==> src/rtl/eau_pkg.sv <==
package eau_pkg;

  typedef enum logic [1:0] {
    FORM_BASE_DISP   = 2'd0,
    FORM_BASE_INDEX  = 2'd1,
    FORM_SCALED      = 2'd2,
    FORM_SCALED_DISP = 2'd3
  } formE;

  // strobes from decode to the datapath
  typedef struct packed {
    logic useIndex;
    logic useScale;
    logic useDisp;
    logic dispWide;
    logic toWb;
    logic toMem;
  } strobeT;

endpackage

==> src/rtl/eau_ctrl.sv <==
module eau_ctrl
  import eau_pkg::*;
(
  input  logic       clk,
  input  logic       rstN,
  input  logic       reqValid,
  input  logic [1:0] reqForm,
  input  logic       reqRetAddr,
  input  logic       reqDispWide,
  output strobeT     strb
);

  formE form;
  assign form = formE'(reqForm);

  always_comb begin
    strb          = '0;
    strb.useIndex = (form != FORM_BASE_DISP);
    strb.useScale = (form == FORM_SCALED) || (form == FORM_SCALED_DISP);
    strb.useDisp  = (form == FORM_BASE_DISP) || (form == FORM_SCALED_DISP);
    strb.dispWide = reqDispWide;
    strb.toWb     = reqValid && reqRetAddr;
    strb.toMem    = reqValid && !reqRetAddr;
  end

  // a request never targets both ports
  a_r8_one_target: assert property (@(posedge clk) disable iff (!rstN)
    $onehot0({strb.toWb, strb.toMem}));

  // no strobe without a request
  a_r9_idle_quiet: assert property (@(posedge clk) disable iff (!rstN)
    !reqValid |-> !(strb.toWb || strb.toMem));

endmodule

==> src/rtl/eau_dpath.sv <==
module eau_dpath
  import eau_pkg::*;
#(
  parameter int ADDR_W      = 32,
  parameter int DISP_SHORT  = 8,
  parameter int SCALE_W     = 2,
  parameter int DEST_W      = 3
)(
  input  logic               clk,
  input  logic               rstN,
  input  strobeT             strb,
  input  logic [ADDR_W-1:0]  reqBase,
  input  logic [ADDR_W-1:0]  reqIndex,
  input  logic [ADDR_W-1:0]  reqDisp,
  input  logic [SCALE_W-1:0] reqScale,
  input  logic [DEST_W-1:0]  reqDest,
  output logic               wbValid,
  output logic [DEST_W-1:0]  wbDest,
  output logic [ADDR_W-1:0]  wbData,
  output logic               memValid,
  output logic [ADDR_W-1:0]  memAddr
);

  localparam int NUM_SCALES = 1 << SCALE_W;
  localparam int EXT_W      = ADDR_W - DISP_SHORT;

  logic [ADDR_W-1:0] shiftOpt [NUM_SCALES];
  logic [ADDR_W-1:0] dispExt;
  logic [ADDR_W-1:0] idxTerm;
  logic [ADDR_W-1:0] dispTerm;
  logic [ADDR_W-1:0] effAddr;

  // one pre-shifted copy of the index per scale code
  for (genvar s = 0; s < NUM_SCALES; s++) begin : g_shift
    assign shiftOpt[s] = reqIndex << s;
  end

  always_comb begin
    dispExt  = strb.dispWide ? reqDisp
             : {{EXT_W{reqDisp[DISP_SHORT-1]}}, reqDisp[DISP_SHORT-1:0]};
    idxTerm  = strb.useIndex ? (strb.useScale ? shiftOpt[reqScale] : reqIndex)
             : '0;
    dispTerm = strb.useDisp ? dispExt : '0;
    effAddr  = reqBase + idxTerm + dispTerm;
  end

  always_ff @(posedge clk) begin
    if (!rstN) begin
      wbValid  <= 1'b0;
      memValid <= 1'b0;
      wbDest   <= '0;
      wbData   <= '0;
      memAddr  <= '0;
    end else begin
      wbValid  <= strb.toWb;
      memValid <= strb.toMem;
      if (strb.toWb) begin
        wbData <= effAddr;
        wbDest <= reqDest;
      end
      if (strb.toMem) begin
        memAddr <= effAddr;
      end
    end
  end

  // an address-return request lands only on the write port
  a_r7_wb_only: assert property (@(posedge clk) disable iff (!rstN)
    strb.toWb |=> wbValid && !memValid && $stable(memAddr));

  // a memory request lands only on the memory port
  a_r8_mem_only: assert property (@(posedge clk) disable iff (!rstN)
    strb.toMem |=> memValid && !wbValid && $stable(wbData) && $stable(wbDest));

  // idle cycles hold every data output
  a_r9_hold: assert property (@(posedge clk) disable iff (!rstN)
    !(strb.toWb || strb.toMem) |=> !wbValid && !memValid
      && $stable(wbData) && $stable(memAddr) && $stable(wbDest));

  // reset clears all outputs
  a_r10_reset_clear: assert property (@(posedge clk)
    !rstN |=> !wbValid && !memValid && wbData == '0 && memAddr == '0 && wbDest == '0);

endmodule

==> src/rtl/eff_addr_unit.sv <==
module eff_addr_unit
  import eau_pkg::*;
#(
  parameter int ADDR_W     = 32,
  parameter int DISP_SHORT = 8,
  parameter int SCALE_W    = 2,
  parameter int DEST_W     = 3
)(
  input  logic               clk,
  input  logic               rstN,
  input  logic               reqValid,
  input  logic [1:0]         reqForm,
  input  logic [SCALE_W-1:0] reqScale,
  input  logic               reqRetAddr,
  input  logic               reqDispWide,
  input  logic [ADDR_W-1:0]  reqBase,
  input  logic [ADDR_W-1:0]  reqIndex,
  input  logic [ADDR_W-1:0]  reqDisp,
  input  logic [DEST_W-1:0]  reqDest,
  output logic               wbValid,
  output logic [DEST_W-1:0]  wbDest,
  output logic [ADDR_W-1:0]  wbData,
  output logic               memValid,
  output logic [ADDR_W-1:0]  memAddr
);

  strobeT strb;

  eau_ctrl u_ctrl (
    .clk         (clk),
    .rstN        (rstN),
    .reqValid    (reqValid),
    .reqForm     (reqForm),
    .reqRetAddr  (reqRetAddr),
    .reqDispWide (reqDispWide),
    .strb        (strb)
  );

  eau_dpath #(
    .ADDR_W     (ADDR_W),
    .DISP_SHORT (DISP_SHORT),
    .SCALE_W    (SCALE_W),
    .DEST_W     (DEST_W)
  ) u_dpath (
    .clk      (clk),
    .rstN     (rstN),
    .strb     (strb),
    .reqBase  (reqBase),
    .reqIndex (reqIndex),
    .reqDisp  (reqDisp),
    .reqScale (reqScale),
    .reqDest  (reqDest),
    .wbValid  (wbValid),
    .wbDest   (wbDest),
    .wbData   (wbData),
    .memValid (memValid),
    .memAddr  (memAddr)
  );

endmodule

==> config.mk <==
export PLATFORM = sky130hd
export DESIGN_NAME = eff_addr_unit
export DESIGN_NICKNAME = d
export VERILOG_FILES = /design/src/rtl/eau_pkg.sv /design/src/rtl/eau_ctrl.sv /design/src/rtl/eau_dpath.sv /design/src/rtl/eff_addr_unit.sv
export SDC_FILE = /design/constraint.sdc
export NUM_CORES = 1
export LEC_CHECK = 0
export BUFFER_PORTS_ARGS = -buffer_cell sky130_fd_sc_hd__clkbuf_2
export CORE_UTILIZATION = 55
export CTS_CLUSTER_DIAMETER = 40
export CTS_CLUSTER_SIZE = 14
export DETAILED_ROUTE_END_ITERATION = 8
export PLACE_DENSITY = 0.86
export REMOVE_ABC_BUFFERS = 1
export SYNTH_ARGS = -nofsm -noshare
export SYNTH_HDL_FRONTEND = slang
export SYNTH_SLANG_ARGS = --single-unit
==> constraint.sdc <==
create_clock -name clk -period 14.9 [get_ports clk]
set_input_delay 2.98 -clock clk [delete_from_list [all_inputs] [get_ports clk]]
set_output_delay 2.98 -clock clk [all_outputs]
set_load 0.1 [all_outputs]
# After elaboration in Yosys (flattened, before gate mapping)
# Cells that the tools add are included.
# totals
ff_bits,69
elab_cells,25
in_bits,108
out_inout_bits,69
# op_classes
bitwise_logic,1
add_sub_neg,2
eq_ne,2
reduce_logical,7
magnitude_cmp,1
muxes,7
# op_table
op,count
32-bit two-way mux,6
32-bit adder,2
32-bit binary-select mux with 2-bit select,1
"2-bit equality test, second input constant",2
"3-bit >= comparator, second input constant",1
2-bit inverter with 3-bit output,1
1-bit logical AND,2
2-bit zero test,1
1-bit logical OR,2
2-bit nonzero test,1
1-bit zero test,1

# Logic depth before layout (Yosys ltp)
# depth
ltp_word,8
depth_mapped,20

# Cells and area by module
# From an unflattened synthesis, not the netlist that was laid out.
# hier_totals
hier_cells,797
hier_area_um2,6449.9
# modules_own_cells
module,area_per_inst_um2,instances,cells_per_inst,seq_area_each_um2
eau_dpath,6367.4,1,786,1381.3
eau_ctrl,82.6,1,11,0.0

# Least setup slack after synthesis
# OpenSTA, ideal clock, no wires.
# synth_timing
path_kind,input port to flip-flop
startpoint,input port reqForm[0]
endpoint,register u_dpath.memAddr[31]
cell_stages,19
path_slack_ns,7.977
arrival_time_ns,6.849
required_ns,14.825
setup_ns,0.075
n_path_buf,1
path_cell_list,inv_1 > ha_1 > or2_1 > clkbuf_1 > and2_0 > nand2_1 > a21oi_1 > a221oi_1 > nor2_1 > fa_1 > fa_1 > a21oi_1 > o211ai_2 > a21oi_2 > o21a_1 > o221ai_2 > o2111a_1 > or3_1 > a31oi_1
# synth_between
elab_chain_cells,6
# synth_lines
element,line_no,rtl
"start, declared",eff_addr_unit.sv:12,"input logic [1:0] reqForm,"
2-bit equality test (on tied branches),"eau_ctrl.sv:19, eau_ctrl.sv:20",
1-bit logical OR,eau_ctrl.sv:19,strb.useScale = (form == FORM_SCALED) || (form == FORM_SCALED_DISP);
32-bit two-way mux (2 in series),eau_dpath.sv:41,idxTerm = strb.useIndex ? (strb.useScale ? shiftOpt[reqScale] : reqIndex)
32-bit adder,eau_dpath.sv:44,effAddr = reqBase + idxTerm + dispTerm;
32-bit adder *,eau_dpath.sv:44,
"end signal, assigned",eau_dpath.sv:62,memAddr <= effAddr;
"end, declared",eau_dpath.sv:21,output logic [ADDR_W-1:0] memAddr
# Every way passes the cells marked *; elsewhere a longest branch is shown, timed or not.
# A chain may end at the register's enable or synchronous reset.

# Worst setup path in the final report
# layout_timing
startpoint,input port reqScale[0]
endpoint,register u_dpath.memAddr[31]
# layout_between
elab_chain_cells,8
# layout_lines
element,line_no,rtl
"start, declared",eff_addr_unit.sv:13,"input logic [SCALE_W-1:0] reqScale,"
2-bit inverter with 3-bit output (not written as such),eau_dpath.sv:41,
32-bit binary-select mux with 2-bit select,eau_dpath.sv:41,
32-bit two-way mux (not written as such) (2 in series),eau_dpath.sv:41,
32-bit two-way mux (2 in series),eau_dpath.sv:41,
32-bit adder (2 in series),eau_dpath.sv:44,
# Every way passes these cells. The select of a mux whose other input is x is not followed.

==> impl_metrics.json <==
{
  "initial_core_util_pct": 57.23,
  "die_area_um2": 11910,
  "grt_first_pass_wirelength_um": 28790,
  "synth.distinct_cells": 66,
  "critical_path_class": "input pin to flip-flop",
  "nets": 1162,
  "track_usage_pct": 30.26,
  "slew_headroom_pct": 30.38,
  "fp.dieW_um": 109.1,
  "timing.rr.start": "u_dpath.wbData[26]",
  "cts.path.max_buffers": 2,
  "synth_warnings": 0,
  "postLayoutCellArea_um2": 7532,
  "avgRoutedWirePerCell_um": 15.66,
  "post-route-min-period_ps": 7655,
  "synthAdderAreaFrac_pct": 16.69,
  "post-route-util_pct": 68.28,
  "synth_ff_type": "dfxtp_1",
  "switching_share_pct": 50.55,
  "grt_start_max_net_pins": 67,
  "cp_data_arrival_time_ps": 7910,
  "p_comb_share_pct": 57.9,
  "wirelength_um": 17760,
  "overflow": 0,
  "leakage_nw": 3.481,
  "slew_viol_final": 0,
  "drc": 0,
  "antenna_found_initial": 0,
  "hold_buffers": 0,
  "power_density_nw_per_um2": 144.3,
  "synth_top_family_by_area": "compound AO/OA/AOI/OAI gates",
  "intPower_mw": 0.5374,
  "cts_made_buffers": 9,
  "path_clk_slew_ps": 60,
  "place_congestion": 0.8938,
  "fmaxAchievable_mhz": 130.6,
  "cts_tree": "yes",
  "cp_max_fo": 49,
  "hp-start": "u_dpath.wbData[2]",
  "cp-end-kind": "flip-flop",
  "synthMuxAreaShare_pct": 4.896,
  "worstPathRequired_ps": 15160,
  "max_cap_viol_count": 0,
  "clk-insertion-delay-late_ps": 320,
  "synth_area_um2": 6312,
  "seq_area_frac_synth_pct": 21.88,
  "pwr-share-seq_pct": 21.0,
  "rows": 38,
  "worst_pin_slew_ps": 1044,
  "post-cts-setup-buffers": 0,
  "setup_viol": 0,
  "hold_violations": 0,
  "cts_root_buffer": "clkbuf_16",
  "netlist_instances": 851,
  "cts.sinks": 69,
  "syn_area_per_cell_um2": 7.418,
  "ctsResizeCount": 0,
  "drive_above_1_share_pct": 22.33,
  "critPathMaxStageDelay_ps": 840,
  "fin_crit_sh_pct": 51.37,
  "path_cells": "clkbuf_2 > and2_0 > a21oi_1 > nor2_1 > a21oi_1 > nor2_1 > fa_1 > ha_1 > fa_1 > a21oi_1 > o211ai_2 > a21oi_2 > o21a_1 > o221ai_2 > o2111a_1 > or3_1 > a31oi_1",
  "path_common_cell": "a21oi_1",
  "io_pins": 177,
  "rsz0062_at_grt": "no",
  "p_clk_share_pct": 21.1,
  "cts_htree_levels": 3,
  "ant_nets": 0,
  "dr.pass1.iters": 5,
  "num_antenna_cells": 0,
  "start_kind": "input pin",
  "synthXorXnorAreaFrac_pct": 3.746,
  "status": "finished, final reports clean",
  "reg2reg_slack_ps": 14050,
  "peakVddDrop_mv": 0.1405,
  "synthToLayoutAreaGrowth_pct": 19.33,
  "finClkSkew_ps": 0,
  "synthSimpleGateAreaFrac_pct": 23.81,
  "vias_per_cell": 5.928,
  "dieHeight_um": 109.1,
  "fp.coreArea_um2": 11030,
  "synth_edf_count": 0,
  "port_buffers": 176,
  "dpl.cell_count": 1118,
  "hpwl_um": 13270,
  "vias": 6722,
  "grt_pass1_vias": 6123,
  "p_sw_mw": 0.5494,
  "ys_ff_latch": 69,
  "synth_compound_area_share_pct": 23.94,
  "dpl_cell_area_um2": 7207,
  "slowest_stage": "and2_0",
  "hold_path_class": "flip-flop to flip-flop",
  "async_reset_ff_share_pct": 0,
  "startpoint": "reqScale[0]",
  "fin_cells": 1134,
  "drt-initial-drc-count": 541,
  "tns_ps": 0
}
flip-flops by register name, summed over array words and instances, names as in the netlist:
| name | cells |
|---|---|
| u_dpath.wbData | 32 |
| u_dpath.memAddr | 32 |
| u_dpath.wbValid | 1 |
| u_dpath.memValid | 1 |
| u_dpath.wbDest | 3 |
placed cells by master, fill, tap and decap left out, types with 3 or more instances in the layout:
master     Yosys  routed
nor2b_1        9       8
clkbuf_2       0     176
mux4_2         3       3
inv_1         22      22
ha_1          33      33
nor3_1         5       5
a221oi_1       3       3
nand2b_1       9       9
o21ai_1        3       3
nand3b_1       3       3
a21boi_0       3       3
o21bai_1       5       5
a21oi_1      115     115
a2111oi_0     16      16
o21ai_0       45      45
or3_1          5       5
fa_1          32      32
nand4_1        5       5
a31oi_1        8       8
and3_1         4       4
nand2_1      127     127
nand3_1       37      37
a211oi_1       8       8
nor2_1       108     108
a21o_1        10      10
clkbuf_16      0       9
mux2i_1       23      23
xor2_1         8       8
xnor2_1       19      19
dfxtp_1       69      69
o211ai_1       6       6
buf_4          0       9
and2_1         9       9
o22a_1         3       3
stage by stage:
stage          power [mW]  hold WS [ps]  setup WS [ps]
6_report            1.087         454.2           7245
3_5_place_dp       0.8557         448.1           6972
4_1_cts             1.085         455.9           7317
5_1_grt             1.153         474.8           6806
2_1_floorplan      0.7161         902.1           7496
3_3_place_gp       0.8481         442.0           7107
logic make-up after synthesis:
family,after synthesis
and+or+nand+nor,337
AOI/OAI and AO/OA,245
buffers and inverters,81
DFF,69
adders and majority gates,65
xor gates and xnor gates,27
muxes,27
routing by layer:
| layer | share of wire (%) | GRT usage [%] |
|---|---|---|
| met5 | 0 | 0 |
| met4 | 2.2 | 9.846 |
| met3 | 7.3 | 4.543 |
| met2 | 48 | 52.25 |
| met1 | 42 | 38.44 |
final timing paths:
path | cells after the start | endpoint
setup / recovery | 17 | u_dpath.memAddr[31]
setup reg to reg | 2 | u_dpath.wbData[26]
hold / removal | 2 | u_dpath.wbData[2]
hold reg to reg | 2 | u_dpath.wbData[2]
layout make-up:
type                       instances  area [um^2]
fill                             967         3498
multi-input combinational        701         4616
sequential                        69         1381
inverter                          23        86.33
clock buffer                      10        239.0
tap                              140        175.2
timing repair buffer             185        948.4
clock inverter                     6        86.33
Yosys cell counts, drive strengths merged, types with 11 or more instances:
cell type | instances | area (um^2)
o21ai | 48 | 240.2
buf | 11 | 55.05
inv | 23 | 86.33
xnor2 | 19 | 166.4
fa | 32 | 640.6
nand3 | 37 | 185.2
nand2 | 128 | 483.0
nor2 | 109 | 411.7
a2111oi | 18 | 170.2
ha | 33 | 412.9
dfxtp | 69 | 1381
and2 | 11 | 68.81
clkbuf | 47 | 176.4
mux2i | 23 | 230.2
a21oi | 116 | 584.3
critical path, delay by kind of cell:
| kind | cells | cell delay [ps] |
|---|---|---|
| simple gates | 4 | 1460 |
| compound gates | 9 | 1600 |
| fa+ha+maj | 3 | 1090 |
| buf+inv | 1 | 750 |
power groups by stage:
stage	Sequential, mW	Clock, mW	Combinational, mW
final	0.229	0.229	0.629
after global routing	0.231	0.241	0.681
after CTS	0.228	0.230	0.627
after floorplan	0.426	0	0.290
after detailed placement	0.231	0	0.624
after global placement	0.231	0	0.617
No activity file was read; power rests on OpenSTA's default activity.
